## src/rtl/spiseq_pkg.sv

```systemverilog
package spiseq_pkg;

  typedef enum logic [2:0] {
    ST_IDLE,
    ST_SHIFT,
    ST_BGAP,
    ST_PGAP,
    ST_HOLD
  } seq_state_t;

  typedef struct packed {
    logic paused;
    logic done;
  } seq_status_t;

endpackage

```

## src/rtl/spiseq_shift.sv

```systemverilog
module spiseq_shift #(
  parameter int HALF_CYC = 2
) (
  input  logic       clk,
  input  logic       rst,
  input  logic       kill,
  input  logic       load,
  input  logic [7:0] load_byte,
  input  logic       loop_en,
  input  logic       miso,
  output logic       sck,
  output logic       mosi,
  output logic       byte_end,
  output logic       byte_req,
  output logic       rx_valid,
  output logic [7:0] rx_byte
);
  localparam int HC_W = (HALF_CYC > 1) ? $clog2(HALF_CYC) : 1;
  localparam logic [HC_W-1:0] HC_LAST = HC_W'(HALF_CYC - 1);

  logic            active;
  logic [HC_W-1:0] hc;
  logic [3:0]      hi;
  logic [7:0]      tx_sh;
  logic [7:0]      rx_sh;
  logic            half_tick;
  logic            rx_bit;

  assign half_tick = active && (hc == HC_LAST);
  assign byte_end  = half_tick && (hi == 4'd15);
  assign mosi      = tx_sh[7];
  assign rx_bit    = loop_en ? tx_sh[7] : miso;

  always_ff @(posedge clk) begin
    if (rst || kill) begin
      active   <= 1'b0;
      hc       <= '0;
      hi       <= '0;
      sck      <= 1'b0;
      tx_sh    <= '0;
      rx_sh    <= '0;
      rx_byte  <= '0;
      rx_valid <= 1'b0;
      byte_req <= 1'b0;
    end else begin
      byte_req <= 1'b0;
      rx_valid <= 1'b0;
      if (half_tick) begin
        hc <= '0;
        if (hi == 4'd15) begin
          active   <= 1'b0;
          sck      <= 1'b0;
          rx_valid <= 1'b1;
          rx_byte  <= rx_sh;
        end else begin
          hi  <= hi + 4'd1;
          sck <= ~sck;
          if (!hi[0]) rx_sh <= {rx_sh[6:0], rx_bit};
          else        tx_sh <= {tx_sh[6:0], 1'b0};
        end
      end else if (active) begin
        hc <= hc + 1'b1;
      end
      if (load) begin
        active   <= 1'b1;
        hc       <= '0;
        hi       <= '0;
        sck      <= 1'b0;
        tx_sh    <= load_byte;
        byte_req <= 1'b1;
      end
    end
  end

  // serial clock is low whenever no byte is in flight
  p_sck_low_idle_r3: assert property (@(posedge clk) disable iff (rst || kill)
    !active |-> !sck);
  // received byte strobe is a single-cycle pulse
  p_rxv_pulse_r10: assert property (@(posedge clk) disable iff (rst || kill)
    rx_valid |=> !rx_valid);

endmodule

```

## src/rtl/spiseq_count.sv

```systemverilog
module spiseq_count #(
  parameter int LEN_W  = 10,
  parameter int LOOP_W = 8
) (
  input  logic              clk,
  input  logic              rst,
  input  logic              clr,
  input  logic              step,
  input  logic [LEN_W-1:0]  len_m1,
  input  logic [LOOP_W-1:0] loop_m1,
  output logic              last_byte,
  output logic              last_pkt
);
  logic [LEN_W-1:0]  bc;
  logic [LEN_W-1:0]  len_q;
  logic [LOOP_W-1:0] pc;
  logic [LOOP_W-1:0] loop_q;

  assign last_byte = (bc == len_q);
  assign last_pkt  = (pc == loop_q);

  always_ff @(posedge clk) begin
    if (rst) begin
      bc     <= '0;
      pc     <= '0;
      len_q  <= '0;
      loop_q <= '0;
    end else if (clr) begin
      bc     <= '0;
      pc     <= '0;
      len_q  <= len_m1;
      loop_q <= loop_m1;
    end else if (step) begin
      if (last_byte) begin
        bc <= '0;
        pc <= last_pkt ? '0 : pc + 1'b1;
      end else begin
        bc <= bc + 1'b1;
      end
    end
  end

  // byte index never passes the latched packet length
  p_byte_bound_r4: assert property (@(posedge clk) disable iff (rst)
    bc <= len_q);
  // packet index never passes the latched packet count
  p_pkt_bound_r4: assert property (@(posedge clk) disable iff (rst)
    pc <= loop_q);

endmodule

```

## src/rtl/spiseq_top.sv

```systemverilog
module spiseq_top
  import spiseq_pkg::*;
#(
  parameter int LEN_W    = 10,
  parameter int LOOP_W   = 8,
  parameter int SCK_HALF = 2,
  parameter int GAP_CYC  = 4
) (
  input  logic              clk,
  input  logic              rst,
  input  logic              cmd_act,
  input  logic              cmd_resume,
  input  logic              cmd_rst,
  input  logic              pause_en,
  input  logic              nonidle_en,
  input  logic              loop_en,
  input  logic              finish_ie,
  input  logic              pause_ie,
  input  logic [LEN_W-1:0]  pkt_len_m1,
  input  logic [LOOP_W-1:0] pkt_loop_m1,
  input  logic [7:0]        tx_byte,
  output logic              byte_req,
  input  logic              miso,
  output logic              sck,
  output logic              mosi,
  output logic              cs_n,
  output logic              rx_valid,
  output logic [7:0]        rx_byte,
  output logic              busy,
  output logic [1:0]        status,
  output logic              irq
);
  localparam int GAP_W = (GAP_CYC > 1) ? $clog2(GAP_CYC) : 1;
  localparam logic [GAP_W-1:0] GAP_LAST = GAP_W'(GAP_CYC - 1);

  seq_state_t  state;
  seq_status_t stat;
  logic [GAP_W-1:0] gcnt;
  logic load, cnt_clr, byte_end, last_byte, last_pkt, hard;

  assign hard   = rst || cmd_rst;
  assign status = stat;

  always_comb begin
    load    = 1'b0;
    cnt_clr = 1'b0;
    unique case (state)
      ST_IDLE:  if (cmd_act)    begin load = 1'b1; cnt_clr = 1'b1; end
      ST_SHIFT: if (byte_end && !last_byte && nonidle_en) load = 1'b1;
      ST_BGAP,
      ST_PGAP:  if (gcnt == '0) load = 1'b1;
      ST_HOLD:  if (cmd_resume) begin load = 1'b1; cnt_clr = 1'b1; end
      default:  ;
    endcase
  end

  spiseq_count #(.LEN_W(LEN_W), .LOOP_W(LOOP_W)) u_count (
    .clk(clk), .rst(hard), .clr(cnt_clr), .step(byte_end),
    .len_m1(pkt_len_m1), .loop_m1(pkt_loop_m1),
    .last_byte(last_byte), .last_pkt(last_pkt)
  );

  spiseq_shift #(.HALF_CYC(SCK_HALF)) u_shift (
    .clk(clk), .rst(rst), .kill(cmd_rst), .load(load), .load_byte(tx_byte),
    .loop_en(loop_en), .miso(miso), .sck(sck), .mosi(mosi),
    .byte_end(byte_end), .byte_req(byte_req),
    .rx_valid(rx_valid), .rx_byte(rx_byte)
  );

  always_ff @(posedge clk) begin
    if (hard) begin
      state <= ST_IDLE;
      cs_n  <= 1'b1;
      busy  <= 1'b0;
      stat  <= '0;
      gcnt  <= '0;
      irq   <= 1'b0;
    end else begin
      irq <= (stat.done && finish_ie) || (stat.paused && pause_ie);
      unique case (state)
        ST_IDLE: if (cmd_act) begin
          state <= ST_SHIFT;
          cs_n  <= 1'b0;
          busy  <= 1'b1;
          stat  <= '0;
        end
        ST_SHIFT: if (byte_end) begin
          if (!last_byte) begin
            if (!nonidle_en) begin
              state <= ST_BGAP;
              gcnt  <= GAP_LAST;
            end
          end else if (!last_pkt) begin
            state <= ST_PGAP;
            cs_n  <= 1'b1;
            gcnt  <= GAP_LAST;
          end else if (pause_en) begin
            state       <= ST_HOLD;
            stat.paused <= 1'b1;
          end else begin
            state     <= ST_IDLE;
            cs_n      <= 1'b1;
            busy      <= 1'b0;
            stat.done <= 1'b1;
          end
        end
        ST_BGAP: begin
          if (gcnt == '0) state <= ST_SHIFT;
          else            gcnt  <= gcnt - 1'b1;
        end
        ST_PGAP: begin
          if (gcnt == '0) begin
            state <= ST_SHIFT;
            cs_n  <= 1'b0;
          end else begin
            gcnt <= gcnt - 1'b1;
          end
        end
        ST_HOLD: if (cmd_resume) begin
          state <= ST_SHIFT;
          stat  <= '0;
        end
        default: state <= ST_IDLE;
      endcase
    end
  end

  // chip select is released whenever no transfer is running
  p_idle_cs_r1: assert property (@(posedge clk) disable iff (hard)
    !busy |-> cs_n);
  // each byte load is acknowledged by exactly one pop cycle
  p_req_single_r2: assert property (@(posedge clk) disable iff (hard)
    byte_req |=> !byte_req);
  // serial clock only toggles inside an asserted chip select
  p_sck_cs_r3: assert property (@(posedge clk) disable iff (hard)
    sck |-> !cs_n);
  // finish and pause are never reported together
  p_stat_excl_r8: assert property (@(posedge clk) disable iff (hard)
    $onehot0(status));
  // paused state keeps chip select asserted
  p_hold_cs_r8: assert property (@(posedge clk) disable iff (hard)
    (state == ST_HOLD) |-> !cs_n);
  // enabled finish status raises the interrupt one cycle later
  p_fin_irq_r7: assert property (@(posedge clk) disable iff (hard)
    (status[0] && finish_ie) |=> irq);

endmodule

```

## config.mk

```make
export PLATFORM = sky130hd
export DESIGN_NAME = spiseq_top
export DESIGN_NICKNAME = d
export VERILOG_FILES = /design/src/rtl/spiseq_pkg.sv /design/src/rtl/spiseq_shift.sv /design/src/rtl/spiseq_count.sv /design/src/rtl/spiseq_top.sv
export SDC_FILE = /design/constraint.sdc
export NUM_CORES = 1
export LEC_CHECK = 0
export BUFFER_PORTS_ARGS = -buffer_cell sky130_fd_sc_hd__buf_2
export CAP_MARGIN = 10
export CORE_ASPECT_RATIO = 0.7
export CORE_MARGIN = 5
export CORE_UTILIZATION = 60
export DETAILED_ROUTE_END_ITERATION = 16
export PLACE_DENSITY = 0.92
export SYNTH_ARGS = -nofsm -noshare
export SYNTH_HDL_FRONTEND = slang
export SYNTH_SLANG_ARGS = --single-unit
```

## constraint.sdc

```tcl
create_clock -name clk -period 4.35 [get_ports clk]
set_clock_uncertainty 0.2 [all_clocks]
set_input_delay 0.87 -clock clk [delete_from_list [all_inputs] [get_ports clk]]
set_output_delay 0.87 -clock clk [all_outputs]
set_load 0.02 [all_outputs]
```

==> reports/qor.yml, run 1 <==
outcome:
  outcome: "completed"
power_and_ir_drop:
  seqPwrFrac_pct: 48.1
  internal_power_w: 0.001184
  ir_worst_vdd_mv: 0.2167
  netSwitchingFraction_pct: 23.24
  clkPwrFrac_pct: 43.3
  p_leak_nw: 1.680
  p_sw_w: 0.0003586
  combPwrFrac_pct: 8.6
  p_total_w: 0.001543
  p_per_area_nw_per_um2: 365.2
critical_path:
  critical_path_class: "reg -> reg"
  cp_data_required_time_ps: 4440
  crit_path_end_kind: "flip-flop"
  crit_fanout: 17
  startpoint_type: "flip-flop"
  worstPathArrival_ps: 2870
yosys:
  syn_area_sq_um: 3717
  async_flop_share_pct: 0
  synthesis.nets: 455
  yosysWarnings: 0
  synth-compound-area-share_pct: 12.66
  ys_types: 56
  ys.flop_type: "dfxtp_1"
  netlist_instances: 414
  synth-adder-area-share_pct: 1.346
  yosys.area_share.simple_pct: 24.30
  yosys_register_bits: 79
  yosysSeqAreaShare_pct: 42.54
  synth_edf_count: 0
  muxShareOfSynthArea_pct: 8.078
  synth_xor_xnor_area_share_pct: 7.270
  avgSynthCellArea_sq_um: 8.979
  synth_top_family_by_area: "simple AND/OR/NAND/NOR gates"
detailed_routing:
  wl_per_cell_um: 15.34
  firstDrtPassIters: 4
  wl_um: 8316
  drtIter0Drc: 211
  viasPerCell: 5.815
  drc_errors: 0
  final_antenna_net_count: 0
  dr_total_vias: 3152
timing:
  fin_hold_ws_ps: 256.2
  fin_crit_ps: 2783
  setup_tns_ps: 0
  rsz0062_at_grt: "no"
  timing.final.ws_setup_ps: 1567
  max_freq_ghz: 0.3593
  slew_headroom_pct: 24.59
  hold_viol_final: 0
  timing.final.max_slew_violations: 0
  tightest_slew_ps: 1127
  period_share_pct: 63.97
  setup_violations: 0
flow_run:
  max_cap_viol_count: 0
layout:
  final_cells: 542
  nets: 500
  final_common_cell: "dfxtp_1"
  drive_gt1_share_pct: 19.83
  fillers: 501
  synthToLayoutAreaGrowth_pct: 13.67
  mostFrequentLayoutCells: "79 x dfxtp_1, 53 x buf_2, 49 x nand2_1"
  n_antenna_cell: 0
floorplanning:
  die_area_sq_um: 7895
  dieWidth_um: 104.1
  core_sq_um: 6126
  io-pin-count: 54
  rows: 24
  start_util_pct: 60.68
  fp.dieH_um: 75.86
global_route:
  grt_start_max_net_pins: 54
  grt_overflow: 0
  use_met1_pct: 28.34
  grt_pass1_wl_um: 14390
  grt_pass1_vias: 3100
  top_usage_layer: "met2"
  grt_antenna_before_repair: 0
  grt_use_met2_pct: 38.06
  grt_use_total_pct: 22.56
  met3_usage_pct: 7.113
clock_tree:
  cts_setup_buffers: 0
  cts-hold-fix-buffers: 0
  cts_buffer_depth: 2
  numCtsBuffers: 9
  post_cts_resized: 0
  clock-root-buffer: "clkbuf_8"
  cts.clk_slew.worst_paths_ps: 80
  cts_tree: "done"
  cts_sinks: 79
  h-tree-depth: 3
  clock_latency_ps: 360
placement:
  port_buffers: 53
  dp_slack_ps: 1578
  placedCellCount: 526
  hpwlAfterDp_um: 5980
  place.gp.congestion: 0.8621
worst_hold_path:
  hold_class: "reg -> reg"
## metrics by stage
| step | util [%] | area, sq um |
|---|---|---|
| global placement | 64.97 | 3980 |
| global route | 68.97 | 4225 |
| finish | 68.97 | 4225 |
| floorplan | - | 3717 |
| detailed placement | 64.97 | 3980 |
| CTS | 68.97 | 4225 |
## final timing paths
kind                         to  slack [ps]  cells past startpoint          startpoint
max                   status[1]        1570                      6       u_shift.hi[0]
min          u_shift.rx_byte[3]         260                      2  u_shift.rx_byte[3]
max reg2reg           status[1]        1570                      6       u_shift.hi[0]
min reg2reg  u_shift.rx_byte[3]         260                      2  u_shift.rx_byte[3]
## sequential cells by signal, indices dropped and copies added, names as in the netlist
register / count
u_shift.active: 1
u_count.pc: 8
u_shift.tx_sh: 8
u_shift.rx_valid: 1
cs_n: 1
u_count.bc: 10
u_count.len_q: 10
u_shift.sck: 1
u_count.loop_q: 8
u_shift.hi: 4
u_shift.hc: 1
u_shift.byte_req: 1
state: 3
status: 2
busy: 1
gcnt: 2
irq: 1
u_shift.rx_byte: 8
u_shift.rx_sh: 8
## cells in the mapped netlist (5+ instances only)
| master | number | area [sq um] |
|---|---|---|
| nand2_1 | 49 | 183.9 |
| nand3_1 | 16 | 80.08 |
| inv_1 | 8 | 30.03 |
| mux2i_1 | 30 | 300.3 |
| nor3_1 | 9 | 45.04 |
| a21oi_1 | 32 | 160.2 |
| clkbuf_1 | 10 | 37.54 |
| nor4_1 | 9 | 56.30 |
| xor2_1 | 16 | 140.1 |
| xnor2_1 | 13 | 113.9 |
| dfxtp_1 | 79 | 1582 |
| nor2_1 | 45 | 168.9 |
| nand4_1 | 5 | 31.28 |
| o21ai_0 | 16 | 80.08 |
## worst max-delay path, stage by stage, from the launching register on
cell and delay (ps):
dfxtp_1 560, ha_1 280, nand3_2 130, nor2_2 600, nand4_4 250, a2111oi_2 480
mux2i_1 220
## layout make-up
class,instances,area (sq um),share of cell area (%)
Clock inverter,5,103.9,2.458
Inverter,8,30.03,0.7107
Clock buffer,11,141.4,3.346
Tap cell,78,97.59,2.310
Multi-Input combinational cell,307,1998,47.29
Timing Repair Buffer,54,272.8,6.455
Sequential cell,79,1582,37.43
## metal layers
metal / part of all wire (%) / routed length (um)
met1: 45 / 3757
met2: 46 / 3829
met3: 7.3 / 604
met4: 1.5 / 125
met5: 0 / 0
## power groups by stage
stage                     registers [W]  logic [W]  clock network, W
after detailed placement       0.000760   0.000130                 0
after global routing           0.000744   0.000144          0.000714
final                          0.000742   0.000132          0.000669
after global placement         0.000759   0.000126                 0
after floorplan                0.000758  0.0000954                 0
after CTS                      0.000742   0.000132          0.000676
## cell families after synthesis
| family | Yosys count |
|---|---|
| AO/OA/AOI/OAI | 74 |
| XOR/XNOR | 30 |
| adder cells (fa/ha/maj) | 4 |
| buffers and inverters | 28 |
| flip-flops | 79 |
| multiplexers | 30 |
| AND/OR/NAND/NOR | 169 |
Note: power is estimated with default switching activity, not from simulation.
==> inputs of run 2 (changes only) <==
CORE_UTILIZATION = 51   (was 60)
PLACE_DENSITY = 0.84   (was 0.92)
clock period = 2.4 ns   (was 4.35 ns; I/O delays follow)
==> run 2 against run 1 <==
  * Worst setup slack got worse by 1300 ps
  * First-iteration DRC count fell by 26%
  * Routed wire length fell by 1.1%
  * Hold slack got worse by 110 ps
  * Cell count rose by 5.2%
  * Flip-flop and latch count did not move
  * Global-route usage fell by 3.8 points
  * Via count fell by 0.38%
  * Clock power rose by 35%
  * Critical path depth did not move
  * Die area rose by 16%
  * Critical path type unchanged
  * Largest cell class unchanged
==> reports/qor.yml, run 2 (synthesis gave the netlist of run 1 again) <==
outcome:
  outcome: "completed"
flow_run:
  max_cap_viol_count: 0
worst_hold_path:
  hold_class: "in -> reg"
  holdPathEnd: "u_shift.tx_sh[5]"
  min-delay-start: "tx_byte[5]"
  hold_depth: 2
layout:
  synthToLayoutAreaGrowth_pct: 14.31
  final_common_cell: "dfxtp_1"
  nets: 508
  mostFrequentLayoutCells: "79 x dfxtp_1, 53 x buf_2, 49 x nand2_1"
  drive_gt1_share_pct: 21.40
  top_regs: "u_count.bc: 10 flops, u_count.len_q: 10 flops"
  n_antenna_cell: 0
  final_cells: 570
critical_path:
  startpoint_type: "flip-flop"
  reg2reg_depth: 6
  startpoint: "state[0]"
  cpPeakStageDelay_ps: 560
  crit_path_end_kind: "flip-flop"
  worstPathCellList: "nor2_1 > a21boi_2 > buf_4 > nor2_1 > nand2_1 > nor2_1"
  worstPathArrival_ps: 2260
  rrSetupSlack_ps: 220
  critical_path_class: "reg -> reg"
  cp_data_required_time_ps: 2480
  worstReg2RegEnd: "u_count.bc[9]"
  cp_slowest_cell: "dfxtp_1"
  r2r_start: "state[0]"
  crit_fanout: 20
  critPathMostFrequentCell: "nor2_1"
detailed_routing:
  wl_um: 8222
  firstDrtPassIters: 6
  drtIter0Drc: 157
  dr_total_vias: 3140
  final_antenna_net_count: 0
  viasPerCell: 5.509
  drc_errors: 0
  wl_per_cell_um: 14.42
timing:
  hold_viol_final: 0
  rsz0062_at_grt: "no"
  timing.final.max_slew_violations: 0
  period_share_pct: 90.88
  fin_crit_ps: 2181
  slew_headroom_pct: 63.43
  max_freq_ghz: 0.4585
  fin_hold_ws_ps: 148.4
  tightest_slew_ps: 543.6
  setup_violations: 0
  timing.final.ws_setup_ps: 218.8
  setup_tns_ps: 0
power_and_ir_drop:
  p_per_area_nw_per_um2: 585.9
  p_leak_nw: 1.682
  ir_worst_vdd_mv: 0.4527
placement:
  placedCellCount: 554
  hpwlAfterDp_um: 6113
  place.gp.congestion: 0.8759
  port_buffers: 53
  dp_slack_ps: 263.3
global_route:
  top_usage_layer: "met2"
  grt_antenna_before_repair: 0
  grt_use_total_pct: 18.74
  grt_pass1_vias: 3019
  use_met1_pct: 23.08
  grt_pass1_wl_um: 13850
  grt_overflow: 0
  met3_usage_pct: 4.934
  grt_use_met2_pct: 31.82
  grt_start_max_net_pins: 33
floorplanning:
  die_area_sq_um: 9123
  fp.dieH_um: 81.43
  start_util_pct: 51.71
  core_sq_um: 7189
  dieWidth_um: 112.0
  rows: 26
  io-pin-count: 54
clock_tree:
  h-tree-depth: 3
  cts_setup_buffers: 0
  cts.clk_slew.worst_paths_ps: 80
  clock_latency_ps: 350
  numCtsBuffers: 9
  post_cts_resized: 0
  cts_sinks: 79
  clock-root-buffer: "clkbuf_8"
  cts-hold-fix-buffers: 0
  cts_buffer_depth: 2
  cts_tree: "done"
-- run 2: changes by cell type in the layout (fill, tap and decap cells not counted), sizes merged --
cell      previous run  this run
buf                 54        62
clkinv               1         2
inv                  9         8
clkinvlp             0         3
bufinv               3         0
-- run 2: layout make-up --
type / instances / area [sq um]
inverters: 8 / 30.03
flip-flops and latches: 79 / 1582
multi-input cells: 307 / 1998
repair buffers: 62 / 332.8
clock inverters: 5 / 32.53
fillers: 650 / 2940
well taps: 98 / 122.6
clock buffers: 11 / 151.4
-- run 2: metrics by stage --
stage	utilization [%]	area [sq um]	total power, W
2_1_floorplan	-	3717	0.001548
3_3_place_gp	56.54	4065	0.001607
3_5_place_dp	56.54	4065	0.001615
4_1_cts	59.10	4249	0.002512
5_1_grt	59.10	4249	0.002590
6_report	59.10	4249	0.002490
-- run 2: per-layer routing --
metal  vias to the layer above  wire length (um)
li1                       1574                 -
met1                      1428              3730
met2                       122              3695
met3                        16               653
met4                         0               143
met5                         -                 0
-- run 2: worst max-delay path by stage --
stage | end | cells past startpoint
3_3_place_gp | u_count.bc[9] | 6
5_1_grt | u_count.bc[9] | 6
2_1_floorplan | status[1] | 6
4_1_cts | u_count.bc[9] | 6
3_5_place_dp | status[1] | 6
6_report | u_count.bc[9] | 6
-- run 2: worst max-delay path, delay by kind of cell (launching register included) --
| family | cells | cell delay, ps |
|---|---|---|
| flip-flops | 1 | 560 |
| AO/OA/AOI/OAI | 1 | 190 |
| buffers and inverters | 1 | 250 |
| AND/OR/NAND/NOR | 4 | 900 |
-- run 2: power by group --
part	switching [W]	total (W)	internal, W
registers	0.0000161	0.00135	0.00133
clock network	0.000476	0.000903	0.000428
logic	0.000141	0.000240	0.0000992
==> inputs of run 3 (changes only) <==
CELL_PAD_IN_SITES_DETAIL_PLACEMENT = 1   (was not set)
CELL_PAD_IN_SITES_GLOBAL_PLACEMENT = 2   (was not set)
CORE_UTILIZATION = 31   (was 51)
==> run 3 against run 2 <==
  * Clock power is 53% higher
  * Routed wire length is 18% higher
  * First-iteration DRC count is 27% lower
  * Count of clock-buffer cells in the layout is 1 higher
  * Die area is 57% higher
  * Flip-flop and latch count stayed put
  * Sequential power hardly changed
  * Sequential share of layout area is 1.7 points lower
  * Worst setup slack better by 21 ps
  * Largest power group is now the clock network
  * Highest routed layer unchanged
==> reports/qor.yml, run 3 (synthesis gave the netlist of run 1 again) <==
clock_tree:
  cts.clk_slew.worst_paths_ps: 60
  numCtsBuffers: 9
  cts_setup_buffers: 0
  cts_sinks: 79
  cts_buffer_depth: 2
  cts_tree: "done"
  post_cts_resized: 0
  cts-hold-fix-buffers: 0
  clock_latency_ps: 340
  clock-root-buffer: "clkbuf_16"
  h-tree-depth: 3
global_route:
  use_met1_pct: 19.35
  met3_usage_pct: 3.917
  grt_start_max_net_pins: 53
  grt_pass1_wl_um: 16480
  top_usage_layer: "met2"
  grt_use_met2_pct: 23.20
  grt_use_total_pct: 14.38
  grt_overflow: 0
  grt_antenna_before_repair: 0
  grt_pass1_vias: 3269
detailed_routing:
  firstDrtPassIters: 4
  viasPerCell: 5.013
  final_antenna_net_count: 0
  drtIter0Drc: 115
  drc_errors: 0
  wl_per_cell_um: 15.46
  dr_total_vias: 3158
  wl_um: 9740
floorplanning:
  fp.dieH_um: 101.6
  core_sq_um: 11730
  io-pin-count: 54
  dieWidth_um: 140.9
  rows: 33
  start_util_pct: 31.70
  die_area_sq_um: 14320
layout:
  utilization_pct: 37.97
  drive_gt1_share_pct: 21.35
  fillers: 1386
  n_antenna_cell: 0
  mostFrequentLayoutCells: "79 x dfxtp_1, 53 x buf_2, 49 x nand2_1"
  nets: 510
  top_regs: "u_count.bc: 10 flops, u_count.len_q: 10 flops"
  final_common_cell: "dfxtp_1"
  synthToLayoutAreaGrowth_pct: 19.79
outcome:
  outcome: "completed"
timing:
  fin_hold_ws_ps: 160.5
  hold_viol_final: 0
  setup_violations: 0
  tightest_slew_ps: 642.1
  setup_tns_ps: 0
  timing.final.max_slew_violations: 0
  max_freq_ghz: 0.4630
  fin_crit_ps: 2160
  rsz0062_at_grt: "no"
  slew_headroom_pct: 56.86
  period_share_pct: 90.00
power_and_ir_drop:
  p_per_area_nw_per_um2: 669.7
  p_total_w: 0.002982
  p_leak_nw: 1.750
  ir_worst_vdd_mv: 0.3797
placement:
  port_buffers: 53
  place.gp.congestion: 0.8322
  hpwlAfterDp_um: 7358
critical_path:
  crit_fanout: 7
  crit_path_end_kind: "flip-flop"
  critical_path_class: "reg -> reg"
  cp_data_required_time_ps: 2470
  worstPathArrival_ps: 2230
  startpoint_type: "flip-flop"
worst_hold_path:
  hold_class: "in -> reg"
flow_run:
  max_cap_viol_count: 0
==> run 3: layout make-up <==
cell class,instances,area [sq um],area share (%)
timing repair buffer,64,347.8,7.811
clock inverter,3,42.54,0.9553
sequential,79,1582,35.52
tap,157,196.4,4.411
clock buffer,12,256.5,5.760
multi-input combinational,307,1998,44.87
inverter,8,30.03,0.6743
==> run 3: routing by layer <==
layer	vias up	part of all wire [%]
li1	1565	-
met1	1533	50
met2	53	45
met3	7	4.2
met4	0	0.65
met5	-	0
==> run 3: critical path, stage by stage (launching register included) <==
cell       delay, ps
dfxtp_1          350
ha_1             240
nand3_2          150
nor2_2           290
nand4_4          200
a2111oi_2        440
mux2i_1          210
==> run 3: power by group <==
part           switching [W]  internal (W)  leakage (nW)
clock network       0.000525      0.000855         0.145
logic               0.000150      0.000103         0.966
registers          0.0000166       0.00133         0.639
==> run 3: final timing paths <==
path | slack (ps) | to | cells after the start | startpoint
worst max-delay path | 240 | status[1] | 6 | u_shift.hi[1]
worst min-delay path | 160 | u_shift.tx_sh[3] | 2 | tx_byte[3]
worst max register to register | 240 | status[1] | 6 | u_shift.hi[1]
worst min register to register | 250 | u_shift.rx_byte[1] | 2 | u_shift.rx_byte[1]
==> run 3: through the flow <==
stage / cell area (sq um) / std cells / worst slack, ps
final: 4453 / 630 / 240.1
after global routing: 4453 / 630 / 88.28
after CTS: 4453 / 630 / 217.5
after detailed placement: 4154 / 615 / 228.2
after global placement: 4154 / 615 / 308.3
after floorplan: 3717 / 414 / 461.4
